## src/rtl/bcseq_pkg.sv

```systemverilog
package bcseq_pkg;

    typedef enum logic [3:0] {
        ST_IDLE,
        ST_FETCH,
        ST_OPW,
        ST_PARW,
        ST_EXEC,
        ST_MSG,
        ST_FLIP,
        ST_DSZR,
        ST_DSZW,
        ST_HALT
    } seq_state_e;

    localparam int OPC_W    = 5;
    localparam int COND_W   = 5;
    localparam int OPC_LSB  = 0;
    localparam int COND_LSB = 8;

    localparam logic [OPC_W-1:0] OP_EXEC  = 5'h01;
    localparam logic [OPC_W-1:0] OP_JUMP  = 5'h02;
    localparam logic [OPC_W-1:0] OP_CALL  = 5'h03;
    localparam logic [OPC_W-1:0] OP_RET   = 5'h04;
    localparam logic [OPC_W-1:0] OP_IRQ   = 5'h06;
    localparam logic [OPC_W-1:0] OP_HALT  = 5'h07;
    localparam logic [OPC_W-1:0] OP_FLAG  = 5'h0C;
    localparam logic [OPC_W-1:0] OP_XFLIP = 5'h15;
    localparam logic [OPC_W-1:0] OP_SETWP = 5'h1B;
    localparam logic [OPC_W-1:0] OP_WIMM  = 5'h1C;
    localparam logic [OPC_W-1:0] OP_DSKIP = 5'h1D;

endpackage

```

## src/rtl/bcseq_cond.sv

```systemverilog
module bcseq_cond #(
    parameter int NFLAGS = 8
) (
    input  logic [bcseq_pkg::COND_W-1:0] code,
    input  logic [NFLAGS-1:0]            flags,
    output logic                         pass
);
    logic [2:0] sel;

    always_comb begin
        sel  = code[2:0];
        pass = 1'b0;
        if (code == '0) begin
            pass = 1'b1;
        end else if (code[4:3] == 2'b10 && int'(sel) < NFLAGS) begin
            pass = flags[sel];
        end else if (code[4:3] == 2'b01 && int'(sel) < NFLAGS) begin
            pass = !flags[sel];
        end
    end
endmodule

```

## src/rtl/bcseq_stack.sv

```systemverilog
module bcseq_stack #(
    parameter int DEPTH = 4,
    parameter int W     = 16
) (
    input  logic         clk,
    input  logic         rst_n,
    input  logic         clr,
    input  logic         push,
    input  logic         pop,
    input  logic [W-1:0] push_data,
    output logic [W-1:0] top_data,
    output logic         full,
    output logic         empty
);
    localparam int CW = $clog2(DEPTH + 1);
    localparam int IW = $clog2(DEPTH);

    logic [DEPTH-1:0][W-1:0] ent_d, ent_q;
    logic [CW-1:0]           cnt_d, cnt_q;
    logic [CW-1:0]           top_idx;

    always_comb begin
        full     = (cnt_q == CW'(DEPTH));
        empty    = (cnt_q == '0);
        top_idx  = cnt_q - CW'(1);
        top_data = ent_q[top_idx[IW-1:0]];
        ent_d    = ent_q;
        cnt_d    = cnt_q;
        if (clr) begin
            cnt_d = '0;
        end else if (push && !full) begin
            ent_d[cnt_q[IW-1:0]] = push_data;
            cnt_d = cnt_q + CW'(1);
        end else if (pop && !empty) begin
            cnt_d = cnt_q - CW'(1);
        end
    end

    always_ff @(posedge clk or negedge rst_n) begin
        if (!rst_n) begin
            ent_q <= '0;
            cnt_q <= '0;
        end else begin
            ent_q <= ent_d;
            cnt_q <= cnt_d;
        end
    end

    assert_push_not_full_R6: assert property (@(posedge clk) disable iff (!rst_n)
        push |-> !full);
    assert_pop_not_empty_R6: assert property (@(posedge clk) disable iff (!rst_n)
        pop |-> !empty);
    assert_count_bound_R6: assert property (@(posedge clk) disable iff (!rst_n)
        cnt_q <= CW'(DEPTH));
endmodule

```

## src/rtl/bcseq_top.sv

```systemverilog
module bcseq_top #(
    parameter int          AW          = 16,
    parameter int          DW          = 16,
    parameter int          NFLAGS      = 8,
    parameter int          STACK_DEPTH = 4,
    parameter logic [15:0] WPTR_RESET  = 16'h0050,
    parameter logic [15:0] WPTR_MIN    = 16'h0050,
    parameter logic [15:0] FLIP_MASK   = 16'h0010
) (
    input  logic          clk,
    input  logic          rst_n,
    input  logic          start,
    input  logic [AW-1:0] start_addr,
    output logic          mem_rd_en,
    output logic          mem_wr_en,
    output logic [AW-1:0] mem_addr,
    output logic [DW-1:0] mem_wdata,
    input  logic [DW-1:0] mem_rdata,
    output logic          msg_req,
    output logic [DW-1:0] msg_ptr,
    input  logic          msg_done,
    input  logic          msg_bad,
    output logic          irq_valid,
    output logic [3:0]    irq_code,
    output logic          busy,
    output logic          halted,
    output logic          stack_err
);
    import bcseq_pkg::*;

    localparam int COND_MSB = COND_LSB + COND_W - 1;
    localparam int OPC_MSB  = OPC_LSB + OPC_W - 1;

    typedef struct packed {
        seq_state_e        state;
        logic [AW-1:0]     ip;
        logic [OPC_W-1:0]  opc;
        logic [COND_W-1:0] cond;
        logic [DW-1:0]     par;
        logic [NFLAGS-1:0] flags;
        logic [AW-1:0]     wptr;
        logic              err;
        logic              irq_v;
        logic [3:0]        irq_c;
    } regs_t;

    regs_t d, q;

    logic          cond_pass;
    logic          stk_clr, stk_push, stk_pop;
    logic [AW-1:0] stk_top;
    logic          stk_full, stk_empty;
    logic [AW-1:0] ip_next, ip_skip;
    logic [DW-1:0] dec_val;
    logic [NFLAGS-1:0] fl_set, fl_clr;

    bcseq_cond #(.NFLAGS(NFLAGS)) u_cond (
        .code  (q.cond),
        .flags (q.flags),
        .pass  (cond_pass)
    );

    bcseq_stack #(.DEPTH(STACK_DEPTH), .W(AW)) u_stack (
        .clk       (clk),
        .rst_n     (rst_n),
        .clr       (stk_clr),
        .push      (stk_push),
        .pop       (stk_pop),
        .push_data (ip_next),
        .top_data  (stk_top),
        .full      (stk_full),
        .empty     (stk_empty)
    );

    always_comb begin
        d         = q;
        d.irq_v   = 1'b0;
        stk_clr   = 1'b0;
        stk_push  = 1'b0;
        stk_pop   = 1'b0;
        mem_rd_en = 1'b0;
        mem_wr_en = 1'b0;
        mem_addr  = q.ip;
        mem_wdata = '0;
        ip_next   = q.ip + AW'(2);
        ip_skip   = q.ip + AW'(4);
        dec_val   = mem_rdata - DW'(1);
        fl_set    = q.par[NFLAGS-1:0];
        fl_clr    = q.par[2*NFLAGS-1:NFLAGS];

        case (q.state)
            ST_IDLE, ST_HALT: begin
                if (start) begin
                    d.ip    = start_addr;
                    d.err   = 1'b0;
                    d.state = ST_FETCH;
                    stk_clr = 1'b1;
                end
            end
            ST_FETCH: begin
                mem_rd_en = 1'b1;
                mem_addr  = q.ip;
                d.state   = ST_OPW;
            end
            ST_OPW: begin
                d.opc     = mem_rdata[OPC_MSB:OPC_LSB];
                d.cond    = mem_rdata[COND_MSB:COND_LSB];
                mem_rd_en = 1'b1;
                mem_addr  = q.ip + AW'(1);
                d.state   = ST_PARW;
            end
            ST_PARW: begin
                d.par   = mem_rdata;
                d.state = ST_EXEC;
            end
            ST_EXEC: begin
                d.ip    = ip_next;
                d.state = ST_FETCH;
                if (cond_pass) begin
                    case (q.opc)
                        OP_EXEC, OP_XFLIP: begin
                            d.ip    = q.ip;
                            d.state = ST_MSG;
                        end
                        OP_JUMP: d.ip = q.par[AW-1:0];
                        OP_CALL: begin
                            if (stk_full) begin
                                d.ip    = q.ip;
                                d.err   = 1'b1;
                                d.state = ST_HALT;
                            end else begin
                                stk_push = 1'b1;
                                d.ip     = q.par[AW-1:0];
                            end
                        end
                        OP_RET: begin
                            if (stk_empty) begin
                                d.ip    = q.ip;
                                d.err   = 1'b1;
                                d.state = ST_HALT;
                            end else begin
                                stk_pop = 1'b1;
                                d.ip    = stk_top;
                            end
                        end
                        OP_IRQ: begin
                            d.irq_v = 1'b1;
                            d.irq_c = q.par[3:0];
                        end
                        OP_HALT: d.state = ST_HALT;
                        OP_FLAG: begin
                            d.flags = (q.flags & ~fl_set & ~fl_clr)
                                    | (fl_set & ~fl_clr)
                                    | (~q.flags & fl_set & fl_clr);
                        end
                        OP_SETWP: begin
                            if (q.par >= DW'(WPTR_MIN)) begin
                                d.wptr = q.par[AW-1:0];
                            end
                        end
                        OP_WIMM: begin
                            mem_wr_en = 1'b1;
                            mem_addr  = q.wptr;
                            mem_wdata = q.par;
                        end
                        OP_DSKIP: begin
                            d.ip    = q.ip;
                            d.state = ST_DSZR;
                        end
                        default: ;
                    endcase
                end
            end
            ST_MSG: begin
                if (msg_done) begin
                    d.flags[0] = msg_bad;
                    if (q.opc == OP_XFLIP) begin
                        d.state = ST_FLIP;
                    end else begin
                        d.ip    = ip_next;
                        d.state = ST_FETCH;
                    end
                end
            end
            ST_FLIP: begin
                mem_wr_en = 1'b1;
                mem_addr  = q.ip + AW'(1);
                mem_wdata = q.par ^ DW'(FLIP_MASK);
                d.ip      = ip_next;
                d.state   = ST_FETCH;
            end
            ST_DSZR: begin
                mem_rd_en = 1'b1;
                mem_addr  = q.par[AW-1:0];
                d.state   = ST_DSZW;
            end
            ST_DSZW: begin
                mem_wr_en = 1'b1;
                mem_addr  = q.par[AW-1:0];
                mem_wdata = dec_val;
                d.ip      = (dec_val == '0) ? ip_skip : ip_next;
                d.state   = ST_FETCH;
            end
            default: d.state = ST_IDLE;
        endcase
    end

    always_ff @(posedge clk or negedge rst_n) begin
        if (!rst_n) begin
            q       <= '0;
            q.state <= ST_IDLE;
            q.wptr  <= AW'(WPTR_RESET);
        end else begin
            q <= d;
        end
    end

    assign msg_req   = (q.state == ST_MSG);
    assign msg_ptr   = q.par;
    assign irq_valid = q.irq_v;
    assign irq_code  = q.irq_c;
    assign busy      = (q.state != ST_IDLE) && (q.state != ST_HALT);
    assign halted    = (q.state == ST_HALT);
    assign stack_err = q.err;

    assert_first_fetch_R2: assert property (@(posedge clk) disable iff (!rst_n)
        $rose(busy) |-> (mem_rd_en && mem_addr == $past(start_addr)));
    assert_msg_hold_R5: assert property (@(posedge clk) disable iff (!rst_n)
        (msg_req && !msg_done) |=> (msg_req && $stable(msg_ptr)));
    assert_err_halts_R6: assert property (@(posedge clk) disable iff (!rst_n)
        stack_err |-> halted);
    assert_wptr_floor_R9: assert property (@(posedge clk) disable iff (!rst_n)
        (mem_wr_en && q.state == ST_EXEC) |-> (mem_addr >= AW'(WPTR_MIN)));
    assert_irq_pulse_R11: assert property (@(posedge clk) disable iff (!rst_n)
        irq_valid |=> !irq_valid);
    assert_halt_quiet_R11: assert property (@(posedge clk) disable iff (!rst_n)
        halted |-> (!mem_wr_en && !msg_req && !busy));
endmodule

```

## config.mk

```make
export PLATFORM = sky130hd
export DESIGN_NAME = bcseq_top
export DESIGN_NICKNAME = d
export VERILOG_FILES = /design/src/rtl/bcseq_pkg.sv /design/src/rtl/bcseq_cond.sv /design/src/rtl/bcseq_stack.sv /design/src/rtl/bcseq_top.sv
export SDC_FILE = /design/constraint.sdc
export NUM_CORES = 1
export LEC_CHECK = 0
export ABC_AREA = 1
export CAP_MARGIN = 30
export CORE_AREA = 2 2 159 161
export CTS_CLUSTER_DIAMETER = 100
export DETAILED_ROUTE_END_ITERATION = 16
export DIE_AREA = 0 0 161 163
export REMOVE_ABC_BUFFERS = 1
export SLEW_MARGIN = 20
export SYNTH_ARGS = -nofsm -noshare
export SYNTH_HDL_FRONTEND = slang
export SYNTH_SLANG_ARGS = --single-unit
```

## constraint.sdc

```tcl
create_clock -name clk -period 3.3 [get_ports clk]
set_clock_uncertainty 0.05 [all_clocks]
set_input_delay 0.66 -clock clk [delete_from_list [all_inputs] [get_ports clk]]
set_output_delay 0.66 -clock clk [all_outputs]
set_load 0.05 [all_outputs]
```

# Yosys cells after proc, flatten, opt, wreduce, memory -nomap -nowiden
# Cells that the tools add are included.
# word_totals
ff_bits	143
inputBits	37
out_inout_bits	59
wordCells	165
# op_classes
addsub	6
magnitude_cmp	5
eq_ne	35
mux	60
n_bitwise	12
n_reduce_logical	31
# op_table
cell	n
two-way mux 16 bit	12
one-hot mux 16 bit (3 select lines)	2
one-hot mux 16 bit (5 select lines)	1
bitwise mux 64 bit	1
one-hot mux 16 bit (4 select lines)	1
two-way mux 20 bit	3
bitwise AND 8 bit	5
binary-select mux 16 bit (select 2 bit)	1
demux 16 bit (select 2 bit)	1
one-hot mux 4 bit (8 select lines)	1
inverter 8 bit	3
two-way mux 23 bit	1
two-way mux 1 bit	22
equality test 5 bit, second input constant	4
one-hot mux 4 bit (5 select lines)	1
adder 16 x 1 -> 16 bit, second input constant	1
adder 16 x 2 -> 16 bit, second input constant	1
adder 16 x 3 -> 16 bit, second input constant	1
equality test 4 x 3 -> 1 bit, second input constant	4
greater-or-equal comparator 16 x 7 -> 1 bit, second input constant	1
logical NOT 16 bit	1
OR 8 bit	2
subtractor 16 x 1 -> 16 bit, second input constant	1
equality test 5 x 3 -> 1 bit, second input constant	3
41 further kinds	75

# Logic depth before layout (Yosys ltp)
# Gate-level depths: netlist (run 1).
# depth
depth_word	12
mapped_depth	18
mapped_depth_nobuf	17

# Modules after synthesis
# Synthesis (run 1) repeated with hierarchy kept, for this count alone.
# hier_totals
hier_cells	1369
area_unflattened_um2	9529.1
# by_module_without_submodules
mod	n_inst	cells_each	area_per_inst_um2	seq_area_each_um2
bcseq_top	1	926	6000.8	1904.3
bcseq_stack	1	408	3374.5	1676.6
bcseq_cond	1	35	153.9	0.0

# Worst setup path after synthesis (run 1)
# OpenSTA, ideal clock, no wires.
# synth_timing
kind	flip-flop to output port
startpoint	register q[46] (netlist name)
endpoint	output port mem_wdata[13]
arrival_ps	2483
t_required_ps	2590
path_slack_ps	107
stages_incl_launch_ff	13
n_path_buf	1
cell_sequence	dfrtp_1 buf_4 o21ai_1 nand2_1 nand3_1 nand2_1 nand2_1 nand3_2 nor2_4 nand2_1 nand2_1 inv_1 o21ai_0
# synth_between
elab_chain_cells	8
word_cells_on_any_way	9
classes_between	7 x mux; 2 x reduce/logical
# synth_rtl
element	line	text
from (decl)	bcseq_top.sv:47	regs_t d, q;
binary-select mux 1 bit (select 3 bit)	bcseq_cond.sv:16, bcseq_cond.sv:18	
two-way mux 1 bit (implied by the code)	bcseq_cond.sv:16, bcseq_cond.sv:18	
logical NOT 1 bit	bcseq_cond.sv:18	pass = !flags[sel];
two-way mux 1 bit	bcseq_cond.sv:17	end else if (code[4:3] == 2'b01 && int'(sel) < NFLAGS) begin
two-way mux 1 bit	bcseq_cond.sv:15	end else if (code[4:3] == 2'b10 && int'(sel) < NFLAGS) begin
two-way mux 1 bit (*)	bcseq_cond.sv:13	if (code == '0) begin
two-way mux 16 bit (*)	bcseq_top.sv:119	if (cond_pass) begin
one-hot mux 16 bit (3 select lines) (*)	bcseq_top.sv:91	case (q.state)
to (decl)	bcseq_top.sv:17	output logic [DW-1:0] mem_wdata,
# Mark *: on every way between the ends. The rest lies on a longest branch, timed or not. The select of a mux whose other input is x is not followed.

# Final worst setup path (run 1)
# layout_timing
startpoint	register q[58] (netlist name)
endpoint	output port mem_addr[15]
# layout_between
elab_chain_cells	2
# layout_rtl
element	line	text
adder 16 x 1 -> 16 bit	bcseq_top.sv:109, bcseq_top.sv:187	
one-hot mux 16 bit (3 select lines)	bcseq_top.sv:91	
to (decl)	bcseq_top.sv:16	output logic [AW-1:0] mem_addr,
# No other way between the ends.

==> results.toml, run 1 <==
[die]
floorplan.core_area_um2 = 24700
placementRows = 58
initial_core_utilization = 0.390
pin_count = 96
die_y_um = 163
floorplan.die.width_um = 161
overall_die_area_um2 = 26200

[synth]
synth_top_family_by_area = "simple AND/OR/NAND/NOR gates"
adder_cell_area_share_of_the_yosys_netlist = 0.0143
leading_cell_type_by_number_of_instances_after_synthesis = "sky130_fd_sc_hd__nand2_1"
synth-edff-count = 0
synth_largest_type_area_fraction = 0.366
synth.area.top_cells = "sky130_fd_sc_hd__dfrtp_1 37%, sky130_fd_sc_hd__nand2_1 17%, sky130_fd_sc_hd__o21ai_0 7.8%, sky130_fd_sc_hd__nor2_1 5.6%, sky130_fd_sc_hd__inv_1 4.7%"
async_flop_share = 1.00
synthesis.area_um2 = 9630
ys_types = 40
ys_seq_elements = 143
synth_top_cells_by_count = "434 x sky130_fd_sc_hd__nand2_1, 150 x sky130_fd_sc_hd__o21ai_0, 145 x sky130_fd_sc_hd__nor2_1"
fraction_of_the_mapped_netlist_area_in_compound_gates = 0.158
synth_largest_area_cell = "sky130_fd_sc_hd__dfrtp_1"
synth_simple_gate_area_frac = 0.339
synth_cells = 1432
yosys.area_share.xor_xnor = 0.0208
synth_area_per_cell_um2 = 6.73
yosys_warnings = 0
ys_seq_area_frac = 0.372
post_synth_mux_area_share = 0
ys_dominant_reg_cell = "sky130_fd_sc_hd__dfrtp_1"

[final_layout]
num-fill-cells = 2574
post_layout_instance_area_um2 = 11800
num_antenna_cells = 0
final_net_count = 1549
post_route_cells_drive_above_1_share = 0.124
area_growth_syn_to_layout_pct = 22.7

[route]
wl_met1_um = 14600
vias = 9585
drt_pass1_iterations = 6
wl_met3_um = 1520
drt_iter0_markers = 655
finalWirelength_um = 32000
met2WireLength_um = 15100
detail_route.drc_violations = 0
routed_via_density = 5.20
ant_nets = 0
max_used_layer = "met4"
routed_length_per_placed_instance_um = 17.4

[setup_path]
crit_path_start = "q[58]"
cpLargestDelayFamily = "simple AND/OR/NAND/NOR gates"
worstReg2RegEnd = "u_stack.ent_q[44]"
startpoint_type = "flop"
critical_path.max_fanout = 7
cp-end-kind = "primary output"
r2r_start = "q[46]"
slowest_delay_ns = 0.44
worst_r2r_path_depth = 10
cp.required_ns = 2.59
crit_chain = "ha_1 -> nand2_1 -> nor2_2 -> inv_1 -> nor2_1 -> inv_1 -> o31ai_1 -> nand3_1 -> nand4_1 -> buf_12"
most_used_cell_cp = "sky130_fd_sc_hd__inv_1"
setup.reg_to_reg.worst_slack_ns = 0.70
critical_path_arrival_ns = 2.53
worst-path-stages = 10
worstSetupEndpoint = "mem_addr[15]"
path_class = "flop to primary output"
crit_slowest_cell = "sky130_fd_sc_hd__dfrtp_2"
cp_num_buf_inv = 3

[sta]
report.final.hold_viol_count = 0
post-route-period-util = 0.982
finalCriticalPeriod_ns = 3.24
timing.final.setup_violations = 0
transition_time_at_the_pin_with_the_least_slew_margin_ns = 0.863
number_of_pins_with_negative_max_slew_slack_in_the_final_report = 0
peak_freq_mhz = 309
max-slew-margin-rel = 0.419
fin_ws_ns = 0.0590

[clocking]
clkLatencyLatePin_ns = 0.43
cts_made_buffers = 17
cts.sink_count = 143
clockBufferDepth = 2
post_cts_hold_buffer_count = 0
cts_htree_levels = 4
tritoncts = "yes"
clock_tree.root_cell = "sky130_fd_sc_hd__clkbuf_16"
post-cts-setup-buffer-count = 0
clock_transition_at_path_regs_ns = 0.06

[placement]
place.detailed.hpwl_um = 24000
place_area_um2 = 11200
place_worst_setup_slack_ns = 0.0892
numPortBuffers = 95
gpl.final_weighted_congestion = 0.965

[status]
run_status = "completed"

[flow_run]
drv_cap = 0

[grt]
groute.usage.overall = 0.250
grt_pass1_vias = 9258
grt_pass1_wl_um = 51200
grt_max_degree = 63
grt-ovfl-total = 0
antenna_found_initial = 0

[power_and_ir_drop]
irDropWorstVdd_uv = 579
powerDensity_nw_per_um2 = 921
leakage_uw = 0.00544

[min_path]
hold_class = "input pin to async pin"
-- kinds of logic (layout without fill, tap and decap cells) --
group                      Yosys count  in the layout
buffers and inverters              215            297
adders and majority gates           11             11
DFF                                143            143
xor gates and xnor gates            22             22
and+or+nand+nor                    754            754
AOI/OAI and AO/OA                  287            287
-- report_power, final --
part,switching [uW],internal (uW)
registers,601,2120
clock network,873,986
logic,4160,2150
total,5630,5250
-- flip-flops by register name, indices dropped and copies added (netlist names) --
signal and count:
u_stack.ent_q 64, q 54, msg_ptr 16, irq_code 4
u_stack.cnt_q 3, irq_valid 1, stack_err 1
-- how the worst min path moves through the flow --
stage,endpoint,start,depth (start not counted)
2_1_floorplan,irq_code[0],rst_n,0
3_3_place_gp,u_stack.ent_q[29],u_stack.ent_q[29],2
3_5_place_dp,u_stack.ent_q[29],u_stack.ent_q[29],2
4_1_cts,u_stack.ent_q[35],rst_n,1
5_1_grt,u_stack.ent_q[51],rst_n,1
6_report,u_stack.ent_q[35],rst_n,1
-- routing by layer --
layer / global-route usage / vias to the layer above
li1: - / 4762
met1: 0.336 / 4509
met2: 0.417 / 267
met3: 0.0344 / 47
met4: 0.0828 / 0
met5: 0 / -
-- through the flow --
| step | hold slack [ns] | TNS [ns] | utilization | total power [uW] | cells |
|---|---|---|---|---|---|
| detailed placement | 0.418 | 0 | 0.453 | 8970 | 1812 |
| global placement | 0.411 | 0 | 0.453 | 8950 | 1811 |
| CTS | 0.196 | 0 | 0.478 | 10900 | 1844 |
| global route | 0.204 | -0.0145 | 0.479 | 11600 | 1844 |
| floorplan | 0.314 | -0.615 | - | 6260 | 1352 |
| finish | 0.158 | 0 | 0.479 | 10900 | 1844 |
-- what timing repair did --
item,CTS,global route
resized for setup,11,14
endpoints found under the setup margin,18,28
pin swaps,0,2
-- worst reg2reg max path: cells and delay by family (launching register included) --
family / cells / cell delay [ns]
simple gates: 6 / 0.98
buf+inv: 2 / 0.42
flops: 1 / 0.49
compound gates: 2 / 0.57
-- area by class of cell --
type,instances,area [um^2],share of cell area
clock buffer,17,425,0.0360
clock inverter,15,126,0.0107
inverter,135,509,0.0431
multi-input combinational,1074,5200,0.440
sequential,143,3580,0.303
tap,330,413,0.0349
timing repair buffer,130,1570,0.132
-- layout by cell type (no fill, tap or decap), types with 13 or more instances in the layout --
master | synthesis | final
sky130_fd_sc_hd__dfrtp_1 | 141 | 139
sky130_fd_sc_hd__clkdlybuf4s50_1 | 0 | 61
sky130_fd_sc_hd__nand2_1 | 434 | 433
sky130_fd_sc_hd__nor2_1 | 145 | 143
sky130_fd_sc_hd__inv_2 | 13 | 13
sky130_fd_sc_hd__a21oi_1 | 52 | 52
sky130_fd_sc_hd__xor2_1 | 18 | 18
sky130_fd_sc_hd__o21ai_0 | 150 | 145
sky130_fd_sc_hd__nand3_1 | 87 | 86
sky130_fd_sc_hd__o21ai_1 | 47 | 51
sky130_fd_sc_hd__clkbuf_16 | 0 | 17
sky130_fd_sc_hd__nand4_1 | 23 | 23
sky130_fd_sc_hd__nor2_2 | 11 | 13
sky130_fd_sc_hd__buf_12 | 0 | 34
sky130_fd_sc_hd__inv_1 | 120 | 119
sky130_fd_sc_hd__nand2_2 | 21 | 22
sky130_fd_sc_hd__buf_4 | 24 | 33
Power figures use the tool's default switching activity.
==> inputs of run 2 (changes only) <==
==> constraint.sdc (replaced) <==
create_clock -name clk -period 3.3 [get_ports clk]
set_clock_uncertainty 0.05 [all_clocks]
set_input_delay 0.66 -clock clk [delete_from_list [all_inputs] [get_ports clk]]
set_output_delay 0.66 -clock clk [all_outputs]
set_load 0.1 [all_outputs]
==> results.toml, run 2 (same netlist as run 1, synthesis figures left out) <==
[power_and_ir_drop]
comb_power_share = 0.626
irDropWorstVdd_uv = 801
power.share.clock = 0.159
pwr-share-seq = 0.215
netSwitchingFraction = 0.564
leakage_uw = 0.00560
net_switching_power_uw = 7120
finalPower_uw = 12600
powerDensity_nw_per_um2 = 1040
internal_power_uw = 5490

[final_layout]
num-fill-cells = 2534
layout_commonest_cell = "sky130_fd_sc_hd__nand2_1"
final_net_count = 1554
sequential_cell_area_um2 = 3580
area_growth_syn_to_layout_pct = 26.4
post_route_cells_drive_above_1_share = 0.161
largest_register_ff_count = 64
layout.cells.most_common_list = "429 x sky130_fd_sc_hd__nand2_1, 141 x sky130_fd_sc_hd__nor2_1, 139 x sky130_fd_sc_hd__o21ai_0, 139 x sky130_fd_sc_hd__dfrtp_1, 118 x sky130_fd_sc_hd__inv_1"
num_antenna_cells = 0
max_flop_register = "u_stack.ent_q"
multi_input_area_um2 = 5450

[clocking]
clkLatencyLatePin_ns = 0.44
cts_htree_levels = 4
clock_transition_at_path_regs_ns = 0.06
tritoncts = "yes"
cts.sink_count = 143
post_cts_hold_buffer_count = 0
clock_tree.root_cell = "sky130_fd_sc_hd__clkbuf_16"
clockBufferDepth = 2
cts_made_buffers = 17

[sta]
transition_time_at_the_pin_with_the_least_slew_margin_ns = 0.787
peak_freq_mhz = 308
report.final.hold_viol_count = 0
fin_hold_ws_ns = 0.178
finalCriticalPeriod_ns = 3.25
number_of_pins_with_negative_max_slew_slack_in_the_final_report = 0
post-route-period-util = 0.983
timing.final.setup_violations = 0
sum_of_negative_setup_slack_ns = 0
unrepaired_setup_endpoints_after_global_routing = "yes"
max-slew-margin-rel = 0.473
fin_ws_ns = 0.0546

[setup_path]
cp-end-kind = "primary output"
slowest_delay_ns = 0.43
critical_path.max_fanout = 8
cpLargestDelayFamily = "simple AND/OR/NAND/NOR gates"
most_used_cell_cp = "sky130_fd_sc_hd__buf_12"
cp_num_buf_inv = 3
path_class = "flop to primary output"
cp.required_ns = 2.59
crit_slowest_cell = "sky130_fd_sc_hd__dfrtp_2"
critical_path_arrival_ns = 2.54
startpoint_type = "flop"
crit_chain = "buf_12 -> o211ai_1 -> nand3_2 -> nand2_2 -> nand2_2 -> nand3_4 -> nand2_4 -> buf_12 -> o21ai_2 -> nand4_1 -> buf_12"

[route]
detail_route.drc_violations = 0
finalWirelength_um = 33000
vias = 9745
routed_via_density = 5.27
drt_iter0_markers = 847
ant_nets = 0
drt_pass1_iterations = 6
routed_length_per_placed_instance_um = 17.8

[die]
initial_core_utilization = 0.390
floorplan.core_area_um2 = 24700
die_y_um = 163
placementRows = 58
overall_die_area_um2 = 26200
pin_count = 96
floorplan.die.width_um = 161

[grt]
grt_pass1_vias = 9089
grt_pass1_wl_um = 51400
groute.usage.overall = 0.252
grt_max_degree = 70
grt-ovfl-total = 0
antenna_found_initial = 0

[min_path]
hold_class = "input pin to async pin"

[placement]
gpl.final_weighted_congestion = 0.970
place.detailed.hpwl_um = 24100
place_worst_setup_slack_ns = 0.0766
numPortBuffers = 95

[status]
run_status = "completed"

[flow_run]
drv_cap = 0
## run 2: final timing paths
path                                         from                end  slack (ns)  depth (start not counted)
worst max register to register              q[54]              q[58]        0.74                         15
min in group clk                u_stack.ent_q[21]  u_stack.ent_q[21]        0.43                          2
worst min register to register  u_stack.ent_q[21]  u_stack.ent_q[21]        0.43                          2
worst max-delay path                        q[46]        mem_addr[5]        0.05                         11
max in group asynchronous                   rst_n              q[46]        2.20                          2
worst min-delay path                        rst_n  u_stack.ent_q[50]        0.18                          1
## run 2: area by class of cell
class                      count  area share
clock inverter                13      0.0126
inverter                     135      0.0419
tap                          330      0.0339
timing repair buffer         135       0.133
multi-input combinational   1074       0.448
sequential                   143       0.294
clock buffer                  19      0.0364
## run 2: power by group through the flow
stage | clock, uW | sequential (uW) | combinational, uW
after floorplan | 0 | 3340 | 4220
after global placement | 0 | 2720 | 7500
after detailed placement | 0 | 2710 | 7560
after CTS | 2030 | 2690 | 7620
after global routing | 2110 | 2750 | 8390
final | 2000 | 2710 | 7890
## run 2: stage by stage
step / instance area (um^2) / util / cells
after floorplan: 9220 / - / 1352
after global placement: 11100 / 0.450 / 1810
after detailed placement: 11100 / 0.451 / 1811
after CTS: 11800 / 0.480 / 1844
after global routing: 12200 / 0.494 / 1849
final: 12200 / 0.494 / 1849
## run 2: metal layers
metal  vias to the layer above  share of wire  track usage
li1                       4772              -            -
met1                      4586           0.43        0.331
met2                       330           0.48        0.428
met3                        57          0.060       0.0425
met4                         0          0.025       0.0722
met5                         -              0            0
## run 2: what timing repair did
action,4_1_cts,5_1_grt
resized for setup,26,55
gates cloned,0,3
pin swaps,0,11
setup endpoints to repair,23,32
buffers inserted,1,2
